### src/rtl/sbgrp_pkg.sv
package sbgrp_pkg;

  localparam int BYTE_W  = 8;
  localparam int GSEL_W  = 2;
  localparam int SSEL_W  = 2;
  localparam int ESEL_W  = 4;
  localparam int GROUPS  = 1 << GSEL_W;
  localparam int SUBS    = 1 << SSEL_W;
  localparam int ENTRIES = 1 << ESEL_W;

  typedef logic [ENTRIES-1:0][BYTE_W-1:0] subtbl_t;
  typedef subtbl_t [SUBS-1:0]             grptbl_t;
  typedef grptbl_t [GROUPS-1:0]           sbox_tbl_t;

  // multiply by x in GF(2^8) modulo x^8+x^4+x^3+x+1
  function automatic logic [7:0] gf_xtime(input logic [7:0] a);
    return {a[6:0], 1'b0} ^ (a[7] ? 8'h1b : 8'h00);
  endfunction

  function automatic logic [7:0] gf_mul(input logic [7:0] a, input logic [7:0] b);
    logic [7:0] acc;
    logic [7:0] sh;
    acc = 8'h00;
    sh  = a;
    for (int i = 0; i < 8; i++) begin
      if (b[i]) acc = acc ^ sh;
      sh = gf_xtime(sh);
    end
    return acc;
  endfunction

  // inverse as a^254; zero maps to zero
  function automatic logic [7:0] gf_inv(input logic [7:0] a);
    logic [7:0] res;
    logic [7:0] base;
    logic [7:0] ex;
    res  = 8'h01;
    base = a;
    ex   = 8'hfe;
    for (int i = 0; i < 8; i++) begin
      if (ex[i]) res = gf_mul(res, base);
      base = gf_mul(base, base);
    end
    return res;
  endfunction

  function automatic logic [7:0] rotl8(input logic [7:0] v, input int n);
    return (v << n) | (v >> (8 - n));
  endfunction

  function automatic logic [7:0] sbox_affine(input logic [7:0] v);
    return v ^ rotl8(v, 1) ^ rotl8(v, 2) ^ rotl8(v, 3) ^ rotl8(v, 4) ^ 8'h63;
  endfunction

  function automatic logic [7:0] sbox_fwd(input logic [7:0] a);
    return sbox_affine(gf_inv(a));
  endfunction

  function automatic logic [GROUPS-1:0] dec2to4(input logic [GSEL_W-1:0] sel);
    logic [GROUPS-1:0] oh;
    oh = '0;
    for (int g = 0; g < GROUPS; g++) oh[g] = (sel == GSEL_W'(g));
    return oh;
  endfunction

endpackage

### src/rtl/sbgrp_table.sv
module sbgrp_table
  import sbgrp_pkg::*;
(
  output sbox_tbl_t tbl
);

  for (genvar g = 0; g < GROUPS; g++) begin : g_grp
    for (genvar s = 0; s < SUBS; s++) begin : g_sub
      for (genvar e = 0; e < ENTRIES; e++) begin : g_ent
        localparam logic [7:0] IDX = 8'((g * SUBS + s) * ENTRIES + e);
        assign tbl[g][s][e] = sbox_fwd(IDX);
      end
    end
  end

endmodule

### src/rtl/sbgrp_vpipe.sv
module sbgrp_vpipe #(
  parameter int DEPTH = 4
) (
  input  logic             clk,
  input  logic             rst,
  input  logic             vld_in,
  output logic [DEPTH-1:0] vld_stage
);

  always_ff @(posedge clk) begin
    if (rst) vld_stage[0] <= 1'b0;
    else     vld_stage[0] <= vld_in;
  end

  for (genvar k = 1; k < DEPTH; k++) begin : g_stg
    always_ff @(posedge clk) begin
      if (rst) vld_stage[k] <= 1'b0;
      else     vld_stage[k] <= vld_stage[k-1];
    end
  end

endmodule

### src/rtl/sbgrp_lane.sv
module sbgrp_lane
  import sbgrp_pkg::*;
#(
  parameter bit MERGE_MID = 1'b0
) (
  input  logic              clk,
  input  logic [BYTE_W-1:0] byte_in,
  input  sbox_tbl_t         tbl,
  output logic [GROUPS-1:0] grp_sel_q,
  output logic [BYTE_W-1:0] byte_out
);

  logic [SSEL_W-1:0] mid_q;
  logic [ESEL_W-1:0] lo_q;
  grptbl_t           grp_row;
  subtbl_t           sub_row;
  logic [BYTE_W-1:0] pick;
  logic [BYTE_W-1:0] pick_q;

  // stage 1: decoded group plus remaining index bits
  always_ff @(posedge clk) begin
    grp_sel_q <= dec2to4(byte_in[BYTE_W-1 -: GSEL_W]);
    mid_q     <= byte_in[ESEL_W +: SSEL_W];
    lo_q      <= byte_in[ESEL_W-1:0];
  end

  always_comb begin
    grp_row = '0;
    for (int g = 0; g < GROUPS; g++) begin
      if (grp_sel_q[g]) grp_row = grp_row | tbl[g];
    end
    sub_row = grp_row[mid_q];
  end

  if (MERGE_MID) begin : g_merged
    assign pick = sub_row[lo_q];
  end else begin : g_split
    subtbl_t           row_q;
    logic [ESEL_W-1:0] lo2_q;
    always_ff @(posedge clk) begin
      row_q <= sub_row;
      lo2_q <= lo_q;
    end
    assign pick = row_q[lo2_q];
  end

  always_ff @(posedge clk) begin
    pick_q   <= pick;
    byte_out <= pick_q;
  end

endmodule

### src/rtl/sbgrp_subbytes.sv
module sbgrp_subbytes
  import sbgrp_pkg::*;
#(
  parameter int LANES     = 16,
  parameter bit MERGE_MID = 1'b0
) (
  input  logic                  clk,
  input  logic                  rst,
  input  logic                  in_vld,
  input  logic [LANES*8-1:0]    in_data,
  output logic                  out_vld,
  output logic [LANES*8-1:0]    out_data
);

  localparam int LAT = MERGE_MID ? 3 : 4;

  if (!(LANES == 1 || LANES == 2 || LANES == 4 || LANES == 8 || LANES == 16)) begin : g_bad
    $error("sbgrp_subbytes: LANES must be 1, 2, 4, 8 or 16");
  end

  sbox_tbl_t                tbl;
  logic [LAT-1:0]           vld_stage;
  logic                     s1_vld;
  logic [LANES*GROUPS-1:0]  s1_grp_all;

  sbgrp_table u_tbl (.tbl(tbl));

  sbgrp_vpipe #(.DEPTH(LAT)) u_vpipe (
    .clk      (clk),
    .rst      (rst),
    .vld_in   (in_vld),
    .vld_stage(vld_stage)
  );

  assign s1_vld  = vld_stage[0];
  assign out_vld = vld_stage[LAT-1];

  for (genvar l = 0; l < LANES; l++) begin : g_lane
    sbgrp_lane #(.MERGE_MID(MERGE_MID)) u_lane (
      .clk      (clk),
      .byte_in  (in_data[l*BYTE_W +: BYTE_W]),
      .tbl      (tbl),
      .grp_sel_q(s1_grp_all[l*GROUPS +: GROUPS]),
      .byte_out (out_data[l*BYTE_W +: BYTE_W])
    );
  end

endmodule

### config.mk
export PLATFORM = sky130hd
export DESIGN_NAME = sbgrp_subbytes
export DESIGN_NICKNAME = d
export VERILOG_FILES = /design/src/rtl/sbgrp_pkg.sv /design/src/rtl/sbgrp_table.sv /design/src/rtl/sbgrp_vpipe.sv /design/src/rtl/sbgrp_lane.sv /design/src/rtl/sbgrp_subbytes.sv
export SDC_FILE = /design/constraint.sdc
export NUM_CORES = 2
export LEC_CHECK = 0
export ABC_AREA = 1
export BUFFER_PORTS_ARGS = -buffer_cell sky130_fd_sc_hd__buf_2
export CORE_UTILIZATION = 40
export DETAILED_ROUTE_END_ITERATION = 10
export PLACE_DENSITY = 0.56
export SYNTH_ARGS = -nofsm -noshare
export SYNTH_HDL_FRONTEND = slang
export SYNTH_SLANG_ARGS = --single-unit
### constraint.sdc
create_clock -name clk -period 1.45 [get_ports clk]
set_clock_uncertainty 0.1 [all_clocks]
set_input_delay 0.435 -clock clk [delete_from_list [all_inputs] [get_ports clk]]
set_output_delay 0.435 -clock clk [all_outputs]
set_load 0.02 [all_outputs]
---- Word level (Yosys, flattened, before mapping) ----
Index checks and enable logic that the tools add are counted.
cells by class
  reduce and logical (&&, ||, !) cells .... 16
  $lt $le $gt $ge ......................... 32
  eq/ne operators ......................... 48
  multiplexer cells ....................... 128
operator list
  operator              number
  $mux W512             16
  $mux W511             16
  $mux W509             16
  $mux W508             16
  $bmux W128 S2         16
  $mux W128             16
  $bmux W8 S4           16
  $mux W8               16
  $lt A4 B5 Y1 const B  16
  $eq A2 B2 Y1 const B  32
  $lt A2 B3 Y1 const B  16
  $eq A2 B1 Y1 const B  16
  $logic_not A2 Y1      16
storage, ports and cells
  bits in registers ....................... 2532
  input bits .............................. 131
  logic and storage cells ................. 580
  output and inout port bits .............. 129

---- Depth between registers and ports, before layout ----
  word-level depth ........................ 6
  depth in mapped cells ................... 9
  gate-level depth less buffers ........... 8

---- Cells and area by module ----
Synthesis repeated with hierarchy kept, for this count alone.
second synthesis, totals
  cells, all modules ...................... 63054
  area total of the unflattened synthesis .. 333657.5 sq um
modules (own cells, without submodules)
  module       cells an instance  seq. area each (sq um)  instances  area an instance (sq um)
  sbgrp_lane   3812               3163.0                  16         19885.3
  sbgrp_table  2050               0.0                     1          15382.3
  sbgrp_vpipe  12                 80.1                    1          110.1

---- Worst setup path before layout ----
Ideal clock, no wire load.
  path kind ............................... register to register
  start ................................... register g_lane[13].u_lane.mid_q[0]
  end ..................................... register g_lane[13].u_lane.g_split.row_q[119] (netlist bit)
  required time ........................... 1221 ps
  stages on the path, launching flop included .. 8
  setup time .............................. 129 ps
  data arrival time ....................... 1209 ps
  path buffers ............................ 1
  slack ................................... 12 ps
  clock period less this slack ............ 1438 ps
  path through ............................ dfxtp_1 -> buf_2 -> nand2_1 -> nand2_2 -> nor2_1 -> inv_1 -> o21ai_1 -> nand3_1
RTL lines
  item                    line              source
  from (decl)             sbgrp_lane.sv:13  logic [SSEL_W-1:0] mid_q;
  from (signal assigned)  sbgrp_lane.sv:23  mid_q <= byte_in[ESEL_W +: SSEL_W];
  to (signal assigned)    sbgrp_lane.sv:41  row_q <= sub_row;
  to (decl)               sbgrp_lane.sv:38  subtbl_t row_q;

---- Final worst setup path ----
  start ................................... register g_lane[4].u_lane.byte_out[6]
  end ..................................... output port out_data[38]
RTL lines
  item                    line                  source
  from (decl)             sbgrp_lane.sv:10      output logic [BYTE_W-1:0] byte_out
  from (signal assigned)  sbgrp_lane.sv:49      byte_out <= pick_q;
  to (decl)               sbgrp_subbytes.sv:12  output logic [LANES*8-1:0] out_data
No word-level cell between the ends.

==> impl_metrics.yaml <==
drt:
  route.vias.total: 107000
  dr.first_iter.drc_count: 10000
  vias_per_cell: 5.08
  post-route-drc-count: 4
  drt-pass1-iter-count: 9
  wl_per_cell_um: 21.0
  antenna_left: 0
  routed_wl_um: 442000
worst_setup_path:
  max_stage_delay_ns: 0.39
  end_kind: "output port"
  crit_buf_inv: 1
  ff2ff_path_depth: 9
  path_class: "reg -> out"
  critPathLaunchType: "flop"
  crit_chain: "buf_6"
  crit_family: "flip-flops"
  cp.required_ns: 0.92
  slowest_stage: "dfxtp_4"
  worst-path-max-fanout: 1
  cp_data_arrival_time_ns: 1.43
  critical_path_depth: 1
sta:
  setup_ws_ns: -0.512
  holdWs_ns: 0.0619
  finalSetupTns_ns: -79.98
  fin_crit_ns: 1.96
  period_share_pct: 135
  hold_viol: 0
  slew_headroom_pct: 60.4
  fmax_mhz: 510
  rsz0062_at_grt: "true"
  worst_pin_slew_ns: 0.593
  slew_violations: 0
  setup_viol: 580
floorplanning:
  rows: 185
  core_sq_um: 254000
  start_util_pct: 40.2
  die_x_um: 507
  boundaryPins: 260
  die_h_um: 507
  die_area_sq_um: 257000
grt:
  grt_pass1_vias: 100000
  antenna_found_initial: 30
  grt_usage_pct: 32.0
  grt_overflow: 0
  grt_start_max_net_pins: 75
  grt_pass1_wl_um: 629000
cts:
  path_clk_slew_ns: 0.06
  tritoncts: "done"
  root_buffer: "clkbuf_16"
  cts_buffers: 293
  clock_latency_ns: 0.91
  clock-sinks: 2532
  clk_path_buf_depth: 4
  htree_levels: 5
outcome:
  violations: "design-rule violations, negative setup slack"
  status: "finished with violations"
synthesis:
  synth_nets: 14800
  synthTopCellsByArea: "dfxtp_1 (50%), nand2_1 (18%), nand3_1 (11%)"
  yosysWarnings: 0
  ys_seq_elements: 2532
  syn-instance-count: 14700
  synth_cell_types: 32
  synth_top_cell_area_share_pct: 49.7
  syn_area_per_cell_sq_um: 6.95
  synth-seq-area-share_pct: 49.7
  syn_area_sq_um: 102000
  yosysTopAreaCell: "dfxtp_1"
final_layout:
  post-route-util_pct: 61.5
  layout.nets: 17600
  syn_to_final_growth_pct: 53.0
  regArea_sq_um: 51200
  fillers: 22800
  multi_input_area_sq_um: 51800
  layout-drive-gt1-share_pct: 35.0
hold_path:
  hp-class: "in -> reg"
  holdPathStages: 2
run:
  maxCapViolations: 0
pwr:
  total_power_uw: 194000
  powerDensity_nw_per_um2: 1240
  max-vdd-ir-drop_mv: 1.16
  leakage_uw: 0.0805
placement:
  gp_congestion: 1.01
  io_buffers: 259
  hpwl_um: 323000
flip-flops by register name, indices dropped and copies added, names as in the netlist:
name                         count
g_lane.u_lane.byte_out         128
g_lane.u_lane.g_split.lo2_q     64
g_lane.u_lane.g_split.row_q   2048
g_lane.u_lane.grp_sel_q         64
g_lane.u_lane.lo_q              64
g_lane.u_lane.mid_q             32
g_lane.u_lane.pick_q           128
u_vpipe.vld_stage                4
repair_timing:
| item | in CTS | in global routing |
|---|---|---|
| buffers inserted | 98 | 238 |
| setup endpoints to repair | 1953 | 1814 |
| cloned | 11 | 55 |
| gates resized for setup | 2423 | 2892 |
| hold endpoints to repair | 164 | 0 |
| hold buffers | 185 | 0 |
| pin swaps | 202 | 625 |
stage by stage:
step	setup slack [ns]	instance area, sq um	std cells
after detailed placement	-0.362	125000	20000
after global placement	-0.426	125000	20000
after global routing	-0.574	156000	21000
after CTS	-0.593	143000	20800
after floorplan	0.0117	102000	14700
final	-0.512	156000	21000
layout by cell type (no fill, tap or decap), types with 244 or more instances in the layout:
| cell type | count |
|---|---|
| buf_4 | 1967 |
| buf_6 | 516 |
| clkbuf_16 | 350 |
| dfxtp_1 | 2290 |
| inv_1 | 1912 |
| nand2_1 | 3855 |
| nand2_2 | 584 |
| nand2_4 | 348 |
| nand3_1 | 1875 |
| nand3_2 | 316 |
| nor2_1 | 244 |
| o21ai_0 | 333 |
| o21ai_1 | 352 |
| o21ai_2 | 343 |
power breakdown:
| part | total (uW) | internal [uW] | switching (uW) |
|---|---|---|---|
| Combinational | 38300 | 15700 | 22600 |
| Sequential | 80300 | 77400 | 2940 |
| Clock | 75000 | 45200 | 29800 |
| Total | 194000 | 138000 | 55400 |
area by class of cell:
class / count / share of cell area, %
repair buffers: 3149 / 19.3
multi-input cells: 9208 / 33.2
diodes: 10 / 0.0160
inverters: 2238 / 5.72
clock buffers: 412 / 5.47
well taps: 3366 / 2.70
flip-flops and latches: 2532 / 32.8
clock inverters: 97 / 0.771
path summary, 6_finish.rpt:
path                                                           end  slack (ns)                          from
worst min register to register   g_lane[5].u_lane.g_split.lo2_q[1]        0.22      g_lane[5].u_lane.lo_q[1]
worst max register to register  g_lane[5].u_lane.g_split.row_q[79]       -0.24     g_lane[5].u_lane.mid_q[0]
worst max-delay path                                  out_data[38]       -0.51  g_lane[4].u_lane.byte_out[6]
worst min-delay path                     g_lane[2].u_lane.mid_q[1]        0.06                   in_data[21]
kinds of logic after synthesis:
family	count (synthesis)	share of synthesized area, %
AOI/OAI and AO/OA	1361	7.10
buffers and inverters	2935	11.1
DFF	2532	49.7
and+or+nand+nor	7846	32.2
routing by layer:
layer  global-route usage [%]  wire length [um]
met5                        0                97
met4                     12.0             19600
met3                     4.39             30300
met2                     50.8            200000
met1                     44.0            191000
synth_stat cells:
cell type / instances
o21ai_2: 1
nor2_2: 10
buf_2: 189
o2111ai_1: 12
o21ai_1: 28
and2_1: 1
buf_1: 52
nand2_1: 4844
clkbuf_1: 441
o22ai_1: 2
nand2_4: 1
o21ai_0: 1092
clkinv_1: 18
a21oi_1: 63
inv_2: 39
nand2_2: 31
nor2_1: 549
a22oi_1: 32
clkbuf_2: 6
dfxtp_1: 2532
o221ai_1: 4
nor3_1: 12
buf_6: 1
a31oi_1: 30
buf_4: 8
inv_1: 2181
o211ai_1: 88
a32oi_1: 5
nand3_1: 2214
nand4_1: 177
nand3b_1: 7
o21bai_1: 4
Power figures use the tool's default switching activity.
